==> src/rtl/uart_tx_regs.sv <==
module uart_tx_regs #(
  parameter int OVERSAMPLE = 16,
  parameter int RESET_DIV  = 12
) (
  input  logic       clk,
  input  logic       rst_n,
  input  logic [2:0] bus_addr,
  input  logic       bus_wr,
  input  logic [7:0] bus_wdata,
  output logic [7:0] bus_rdata,
  output logic       tx_out,
  output logic       rts_out,
  output logic       irq_gate,
  output logic       thr_empty
);
  localparam int DIV_W = 16;
  localparam int CNT_W = DIV_W + $clog2(OVERSAMPLE) + 1;

  logic [7:0] dll, dlm, lcr, mcr, thr, shreg;
  logic       thr_full, busy;
  logic [3:0] bit_idx, wl_q, last_idx;
  logic [CNT_W-1:0] cnt, period;
  logic [DIV_W:0]   div_eff;

  wire latch_sel = lcr[7];
  wire wr_thr    = bus_wr && bus_addr == 3'd0 && !latch_sel;
  wire wr_div    = bus_wr && (bus_addr == 3'd0 || bus_addr == 3'd1) && latch_sel;
  wire [3:0] wl_new = 4'd5 + {2'b00, lcr[1:0]};

  assign div_eff = ({dlm, dll} == 16'd0) ? (17'd1 << DIV_W) : {1'b0, dlm, dll};
  assign period  = CNT_W'(div_eff) * CNT_W'(OVERSAMPLE);

  wire end_bit  = busy && !wr_div && cnt == period - CNT_W'(1);
  wire last_bit = end_bit && bit_idx == last_idx;
  wire start    = thr_full && !latch_sel && (!busy || last_bit);

  assign thr_empty = !thr_full;
  assign rts_out   = mcr[1];
  assign irq_gate  = mcr[3];
  assign tx_out    = !busy ? 1'b1 :
                     (bit_idx == 4'd0) ? 1'b0 :
                     (bit_idx <= wl_q) ? shreg[0] : 1'b1;

  always_comb begin
    case (bus_addr)
      3'd0:    bus_rdata = latch_sel ? dll : 8'h00;
      3'd1:    bus_rdata = latch_sel ? dlm : 8'h00;
      3'd3:    bus_rdata = lcr;
      3'd4:    bus_rdata = mcr;
      default: bus_rdata = 8'h00;
    endcase
  end

  always_ff @(posedge clk or negedge rst_n) begin
    if (!rst_n) begin
      dll <= RESET_DIV[7:0];
      dlm <= RESET_DIV[15:8];
      lcr <= 8'h00;
      mcr <= 8'h00;
    end else if (bus_wr) begin
      if (wr_div && bus_addr == 3'd0) dll <= bus_wdata;
      if (wr_div && bus_addr == 3'd1) dlm <= bus_wdata;
      if (bus_addr == 3'd3) lcr <= bus_wdata;
      if (bus_addr == 3'd4) mcr <= bus_wdata;
    end
  end

  always_ff @(posedge clk or negedge rst_n) begin
    if (!rst_n) begin
      thr      <= 8'h00;
      thr_full <= 1'b0;
    end else if (wr_thr) begin
      thr      <= bus_wdata;
      thr_full <= 1'b1;
    end else if (start) begin
      thr_full <= 1'b0;
    end
  end

  always_ff @(posedge clk or negedge rst_n) begin
    if (!rst_n) begin
      busy     <= 1'b0;
      shreg    <= 8'h00;
      bit_idx  <= 4'd0;
      wl_q     <= 4'd5;
      last_idx <= 4'd0;
      cnt      <= '0;
    end else if (start) begin
      busy     <= 1'b1;
      shreg    <= thr;
      bit_idx  <= 4'd0;
      wl_q     <= wl_new;
      last_idx <= wl_new + (lcr[2] ? 4'd2 : 4'd1);
      cnt      <= '0;
    end else if (last_bit) begin
      busy    <= 1'b0;
      bit_idx <= 4'd0;
      cnt     <= '0;
    end else if (!busy || wr_div) begin
      cnt <= '0;
    end else if (end_bit) begin
      cnt     <= '0;
      bit_idx <= bit_idx + 4'd1;
      if (bit_idx != 4'd0 && bit_idx <= wl_q) shreg <= {1'b0, shreg[7:1]};
    end else begin
      cnt <= cnt + CNT_W'(1);
    end
  end
endmodule

==> config.mk <==
export PLATFORM = sky130hd
export DESIGN_NAME = uart_tx_regs
export DESIGN_NICKNAME = d
export VERILOG_FILES = /design/src/rtl/uart_tx_regs.sv
export SDC_FILE = /design/constraint.sdc
export NUM_CORES = 1
export LEC_CHECK = 0
export BUFFER_PORTS_ARGS = -buffer_cell sky130_fd_sc_hd__buf_2
export CORE_UTILIZATION = 45
export DETAILED_ROUTE_END_ITERATION = 8
export SYNTH_ARGS = -nofsm -noshare
export SYNTH_HDL_FRONTEND = slang
export SYNTH_SLANG_ARGS = --single-unit
==> constraint.sdc <==
create_clock -name clk -period 3.7 [get_ports clk]
set_clock_uncertainty 0.15 [all_clocks]
set_input_delay 0.37 -clock clk [delete_from_list [all_inputs] [get_ports clk]]
set_output_delay 0.37 -clock clk [all_outputs]
set_load 0.02 [all_outputs]
; After elaboration in Yosys (flattened, before gate mapping)
; Cells that the tools add are included.
[word_totals]
ff_bits = 83
word_cells = 85
[op_classes]
addsub = 5
magnitude_cmp = 1
eq_ne = 8
n_mux = 25
reduce_logical = 34
[op_table]
columns = op, count
row1 = $mux 21, 4
row2 = $mux 8, 7
row3 = $pmux 8 s4, 1
row4 = $add 21x1->21 const B, 1
row5 = $eq 21x21->1, 1
row6 = $sub 21x1->21 const B, 1
row7 = $mux 17, 1
row8 = $logic_not 16->1, 1
row9 = $mux 4, 4
row10 = $logic_and 1x1->1, 12
row11 = $reduce_and 2->1, 5
row12 = $reduce_bool 2->1, 4
row13 = $mux 1, 7
row14 = $add 3x2->4 const A, 1
row15 = $add 4x1->4 const B, 1
row16 = $add 4x2->4, 1
row17 = $eq 4x4->1, 1
row18 = $le 4x4->1, 1
row19 = $logic_not 1->1, 4
row20 = $logic_not 4->1, 1
row21 = $reduce_and 4->1, 1
row22 = $reduce_bool 4->1, 1
row23 = $eq 3x1->1 const B, 1
row24 = $eq 3x2->1 const B, 1
row25 = other kinds (8), 10

; Depth between registers and ports, before layout
; Gate-level depths: netlist (run 1).
[logic_depth]
ltp_word = 12
depth_mapped = 12
depth_no_buf = 11

; Worst setup path before layout (run 1)
; Ideal clock, no wire load.
[synth_timing]
path_type = reg-to-reg
from = reg dll[0]
to = reg last_idx[0]
setup_time_ps = 125
t_arrival_ps = 2629
required_ps = 3425
slack_ps = 796
path_stages_with_launch = 12
path_buffers = 1
period_less_slack_ps = 2904
path_cell_list = dfrtp_1 -> inv_1 -> ha_1 -> nor3b_1 -> nand4b_1 -> xnor2_1 -> nor4_2 -> nand4_1 -> a2111oi_4 -> a31oi_1 -> buf_4 -> mux2_4
[synth_between]
elab_chain_cells = 8
[synth_rtl]
columns = item, line
row1 = start: declaration, 19  ; logic [7:0] dll, dlm, lcr, mcr, thr, shreg;
row2 = start signal: assignment, 56  ; dll <= RESET_DIV[7:0];
row3 = start signal: assignment, 61  ; if (wr_div && bus_addr == 3'd0) dll <= bus_wdata;
row4 = $logic_not 16->1, 30  ; assign div_eff = ({dlm, dll} == 16'd0) ? (17'd1 << DIV_W) : {1'b0, dlm, dll};
row5 = $mux 17 *, 30
row6 = $sub 21x1->21 *, 33  ; wire end_bit = busy && !wr_div && cnt == period - CNT_W'(1);
row7 = $eq 21x21->1 *, 33
row8 = $logic_and 1x1->1 *, 33
row9 = $logic_and 1x1->1 *, 34  ; wire last_bit = end_bit && bit_idx == last_idx;
row10 = $logic_or 1x1->1 *, 35  ; wire start = thr_full && !latch_sel && (!busy || last_bit);
row11 = $logic_and 1x1->1 *, 35
row12 = end signal: assignment, 93  ; last_idx <= wl_new + (lcr[2] ? 4'd2 : 4'd1);
row13 = end: declaration, 21  ; logic [3:0] bit_idx, wl_q, last_idx;
; Mark *: on every way between the ends. The rest lies on a longest branch, timed or not.
; A chain may end at the register's enable or synchronous reset.

; Worst setup path in the final report (run 1)
[layout_timing]
from = reg dll[0]
to = reg thr_full
[layout_between]
elab_chain_cells = 9
[layout_rtl]
columns = item, line
row1 = $logic_not 16->1, 30
row2 = $mux 17 *, 30
row3 = $sub 21x1->21 *, 33
row4 = $eq 21x21->1 *, 33
row5 = $logic_and 1x1->1 *, 33
row6 = $logic_and 1x1->1 *, 34
row7 = $logic_or 1x1->1 *, 35
row8 = $logic_and 1x1->1 *, 35
row9 = $reduce_bool 2->1 (no line) *, --
row10 = end signal: assignment, 71  ; thr_full <= 1'b0;
row11 = end signal: assignment, 74  ; thr_full <= 1'b1;
row12 = end signal: assignment, 76  ; thr_full <= 1'b0;
row13 = end: declaration, 20  ; logic thr_full, busy;
; Marks and branches as above.

==> results.md, run 1 <==
* FP Rows at 36
* Final Cycle Share at 0.8945
* IO Pins at 26
* Largest net degree at the start of global routing at 67
* Clock buffer depth at 2
* Simple-gate area share of the yosys netlist at 0.1671
* Worst vdd ir at 0.2609 mV
* Clock latency on the worst-skew pair at 370 ps
* Die Height at 103.4 µm
* Final setup TNS at 0 ps
* Ys flop type: dfrtp_1
* Tmin final at 3310 ps
* Worst slew pin tran at 865.7 ps
* Slew HR at 0.4229
* Final hold vios at 0
* Layout cells sized above 1 at 0.2278
* EDFF count, synth at 0
* Cts bufs inserted at 9
* Share of flip-flops with an asynchronous set or reset at 1.000
* Vias at 3368
* DR WL/cell at 16.89 µm
* RSZ-0062 raised after global routing: false
* Placeable Area at 9864 µm²
* Max-cap violation count at 0
* Post-Place Cells at 590
* Finished Layout Cells at 607
* Synth Cell Area at 4628 µm²
* #FFs+latches synth at 83
* Syn Inst Count at 439
* CP Max Fanout at 19
* Compound-Gate Fraction of Synth Area at 0.09381
* Final antenna-violating net count at 0
* Syn Nets at 466
* Top cells by count, synth: dfrtp_1, nor2_1, mux2_2, nand2_1, xnor2_1
* Synth Area in XOR/XNOR at 0.08705
* CTS tree: built
* Root buffer selected by CTS: clkbuf_8
* Ant. Diodes at 0
* Pins Over Slew Limit at 0
* Worst Setup End Kind: register
* Clock slew seen by the registers of the worst setup and hold paths at 90 ps
* H-tree depth at 3
* Global route overflow at 0
* Final setup fails at 0
* Number of fill cells at 882
* Largest family of logic cells by synthesized area: simple AND/OR/NAND/NOR gates
* Worst setup SP type: register
* Leading area contributor after synthesis: dfrtp_1
* Die area at 10690 µm²
* Initial antenna violation count at 0
* Outcome: completed
* Initial DRC count at 198
* Global-route wire length before repair at 16730 µm
* Placed wire-length estimate at 7554 µm
* DR pass1 iterations at 5
* Hold Path Class: primary input to register
* WP data arrival at 3420 ps
* Count leader, synth: dfrtp_1
* Post-synthesis mux area share at 0.1357
* Effective utilization at floorplan at 0.4692
* Post-synthesis sequential area ratio at 0.4499
* Share of the synthesized area in the top cell type at 0.4271
* Vias in the first global route at 3230
* Worst Path Class, Setup: register to register
* Adder-Cell Fraction of Synth Area at 0.03677
* Area contributors post-synth: dfrtp_1, mux2_2, xnor2_1
* Routed wire length at 10250 µm
* Distinct cell type count after synthesis at 60
* Port bufs at 25
* Drc violations at 0
* P&R area growth vs syn at 11.03%
* Highest Clock Rate at 302.2 MHz
* Vias per inst at 5.549
* Total track usage at 0.2113
* P per Cell Area at 555.8 nW/µm²
* Gpl congestion at 0.8690
* Leak at 2.248 nW
* Syn Area/Cell at 10.54 µm²
* Nets@finish at 496
* Worst Path Required at 3820 ps
* Die Wd at 103.4 µm
* Num Clock Sinks at 83
* Syn. warnings at 0
==> worst max-delay path, cell delays in order, from the launching register on <==
cell	delay (ps)
dfrtp_1	430
inv_1	120
ha_1	270
or3b_1	460
nor3_1	230
xnor2_1	130
nor4_2	210
nand4_1	190
a2111oi_4	330
a31oi_4	240
buf_4	270
a21o_1	180
==> cell families (layout without fill, tap and decap cells) <==
kind of cell	after synthesis	after routing
mux	56	56
fa+ha+maj	13	13
simple gates	148	148
flops	83	83
xor+xnor	46	46
compound gates	62	62
buf+inv	31	66
==> per-layer routing <==
layer | wire [µm] | share of wire | vias up | global-route usage
met2 | 4640 | 0.45 | 76 | 0.3169
met1 | 5093 | 0.50 | 1653 | 0.3052
met4 | 195 | 0.019 | 0 | 0.09101
met3 | 324 | 0.032 | 14 | 0.02957
met5 | 0 | 0 | - | 0
li1 | - | - | 1625 | -
==> state kept, by name, indices dropped and copies added (netlist names) <==
name,count
cnt,21
dll,8
dlm,8
lcr,8
mcr,8
shreg,8
thr,8
bit_idx,4
last_idx,4
wl_q,4
busy,1
thr_full,1
==> metrics by stage <==
stage	cell area (µm²)	hold slack, ps	utilization	power, mW	setup slack, ps
3_5_place_dp	4911	298.0	0.4978	2.176	319.3
5_1_grt	5139	155.4	0.5209	3.036	120.5
4_1_cts	5130	122.1	0.5200	2.879	288.2
2_1_floorplan	4628	-75.59	-	1.905	796.3
3_3_place_gp	4911	289.0	0.4978	2.157	307.0
6_report	5139	126.3	0.5209	2.856	390.5
==> path summary, 6_finish.rpt <==
path / start / to / slack (ps) / depth (start not counted)
worst max-delay path: dll[0] / thr_full / 390 / 11
worst min-delay path: bus_wdata[7] / thr[7] / 130 / 3
worst max register to register: dll[0] / thr_full / 390 / 11
worst min register to register: cnt[0] / cnt[0] / 310 / 1
max in group asynchronous: rst_n / cnt[9] / 2140 / 3
min in group asynchronous: rst_n / cnt[4] / 500 / 2
==> layout by cell type (no fill, tap or decap), types with 9 or more instances in the layout <==
| cell | n |
|---|---|
| buf_2 | 24 |
| dfrtp_1 | 79 |
| clkbuf_8 | 10 |
| inv_1 | 16 |
| mux2_2 | 38 |
| nand3_1 | 14 |
| a21oi_1 | 11 |
| buf_4 | 9 |
| nor2_1 | 50 |
| ha_1 | 12 |
| mux2i_1 | 14 |
| xor2_1 | 20 |
| xnor2_1 | 26 |
| nor3_1 | 11 |
| o21ai_0 | 14 |
| nand2_1 | 27 |
==> report_power, final <==
part           leakage [nW]  internal, mW  switching, mW
registers              1.00          1.08          0.225
logic                  1.14         0.407          0.447
clock network        0.0995         0.336          0.357
total                  2.25          1.83           1.03
==> cell type report <==
type | count | area [µm²] | area share
multi-input cells | 325 | 2424 | 0.4716
well taps | 133 | 166.4 | 0.03238
inverters | 16 | 60.06 | 0.01169
repair buffers | 34 | 197.7 | 0.03847
flip-flops and latches | 83 | 2082 | 0.4052
clock buffers | 10 | 137.6 | 0.02678
clock inverters | 6 | 71.32 | 0.01388
==> timing repair <==
action / in CTS / in global routing
hold buffers: 1 / 0
buffers inserted: 0 / 0
hold endpoints to repair: 9 / 0
gates resized for setup: 0 / 1
setup endpoints to repair: 0 / 9
Power figures use the tool's default switching activity.
==> run 2, diff against run 1 <==
Settings changed: RECOVER_POWER set to 25.
==> run 2 against run 1 <==
The flow now finishes with violations (capacitance limit, slew limit). Routed wire length is essentially flat. Maximum frequency is essentially flat. First-iteration DRC count grew 0.51%. Critical path type unchanged. Largest cell class unchanged.
==> results.md, run 2 (synthesis gave the netlist of run 1 again) <==
* Worst Path Class, Setup: register to register
* Die Height at 103.4 µm
* Highest Clock Rate at 301.9 MHz
* Final setup TNS at 0 ps
* Most flops, register: cnt
* Slew HR at -0.1227
* Vias per inst at 5.537
* Finished Layout Cells at 607
* Num Clock Sinks at 83
* Vias at 3361
* Ant. Diodes at 0
* Cts bufs inserted at 9
* Effective utilization at floorplan at 0.4692
* Gpl congestion at 0.8690
* Placed wire-length estimate at 7554 µm
* Commonest non-fill, non-tap cell in the layout: dfrtp_1
* Worst vdd ir at 0.2582 mV
* Total track usage at 0.2113
* H-tree depth at 3
* Routed wire length at 10250 µm
* Root buffer selected by CTS: clkbuf_8
* Reg2Reg Setup Slack at 390 ps
* Tmin final at 3312 ps
* Hold endpoint: thr[7]
* FP Rows at 36
* Vias in the first global route at 3230
* Final hold vios at 0
* Worst Path Required at 3820 ps
* Nets@finish at 496
* DR WL/cell at 16.88 µm
* Global route overflow at 0
* Largest net degree at the start of global routing at 67
* Pins Over Slew Limit at 67
* Number of fill cells at 886
* Global-route wire length before repair at 16730 µm
* RSZ-0062 raised after global routing: false
* CTS tree: built
* Initial antenna violation count at 0
* Placeable Area at 9864 µm²
* CP Max Fanout at 19
* Final Instance Area at 5129 µm²
* Clock latency on the worst-skew pair at 370 ps
* Outcome: complete, but fails checks
* P&R area growth vs syn at 10.81%
* Die area at 10690 µm²
* Area after DPL at 4911 µm²
* Worst r2r src: dll[0]
* IO Pins at 26
* Worst R2R End: thr_full
* WP data arrival at 3430 ps
* Most frequent cells in the layout: dfrtp_1, nor2_1, mux2_2, nand2_1, xnor2_1
* DR pass1 iterations at 5
* Drc violations at 0
* Layout cells sized above 1 at 0.2194
* Clock slew seen by the registers of the worst setup and hold paths at 90 ps
* Leak at 2.233 nW
* Max reg flops at 21
* Max-cap violation count at 1
* Initial DRC count at 199
* Min-delay src: bus_wdata[7]
* Clock buffer depth at 2
* Cell count of the worst hold path at 3
* Final setup fails at 0
* Worst slew pin tran at 1684 ps
* P per Cell Area at 556.5 nW/µm²
* Fin util at 0.5199
* Port bufs at 25
* Worst Setup End Kind: register
* Die Wd at 103.4 µm
* Final Cycle Share at 0.8952
* R2R cell count at 11
* Hold Path Class: primary input to register
* Post-Place Cells at 590
* Worst setup SP type: register
* Violated checks: capacitance limit, slew limit
* Final antenna-violating net count at 0
-- run 2: timing repair --
action | 4_1_cts | 5_1_grt
hold endpoints to repair | 9 | 0
gates resized for setup | 0 | 1
hold buffers | 1 | 0
buffers inserted | 0 | 0
endpoints found under the setup margin | 0 | 9
-- run 2: final cells by class --
| type | count | area (µm²) | share of cell area |
|---|---|---|---|
| well taps | 133 | 166.4 | 0.03245 |
| flip-flops and latches | 83 | 2082 | 0.4060 |
| inverters | 16 | 60.06 | 0.01171 |
| repair buffers | 34 | 187.7 | 0.03659 |
| clock inverters | 6 | 71.32 | 0.01391 |
| multi-input cells | 325 | 2424 | 0.4726 |
| clock buffers | 10 | 137.6 | 0.02684 |
-- run 2: per-stage QoR --
stage	total power [mW]	setup slack [ps]	hold WS [ps]
after global routing	3.034	120.5	155.4
final	2.854	387.9	125.1
after CTS	2.879	288.2	122.1
after detailed placement	2.176	319.3	298.0
after global placement	2.157	307.0	289.0
after floorplan	1.905	796.3	-75.59
-- run 2: worst max path at each step --
stage | cells past startpoint | endpoint | from
after floorplan | 11 | last_idx[0] | dll[0]
after global placement | 11 | thr_full | dll[0]
after detailed placement | 11 | thr_full | dll[0]
after CTS | 11 | thr_full | dll[0]
after global routing | 10 | shreg[0] | dlm[7]
final | 11 | thr_full | dll[0]
-- run 2: worst max-delay path: stages (launching register included) --
cell and delay, ps:
dfrtp_1 430, inv_1 120, ha_1 270, or3b_1 460, nor3_1 230, xnor2_1 130, nor4_2 210, nand4_1 190
a2111oi_4 330, a31oi_4 240, buf_4 270, a21o_1 180
-- run 2: power by group --
| part | total [mW] | switching (mW) | internal [mW] |
|---|---|---|---|
| Sequential | 1.31 | 0.225 | 1.08 |
| Clock | 0.694 | 0.358 | 0.336 |
| Combinational | 0.852 | 0.447 | 0.405 |
| Total | 2.85 | 1.03 | 1.82 |
-- run 2: per-layer routing --
metal,GRT usage,vias to the layer above,part of all wire
met5,0,-,0
met4,0.09101,0,0.019
met3,0.02957,14,0.031
met2,0.3169,66,0.45
met1,0.3052,1656,0.50
li1,-,1625,-
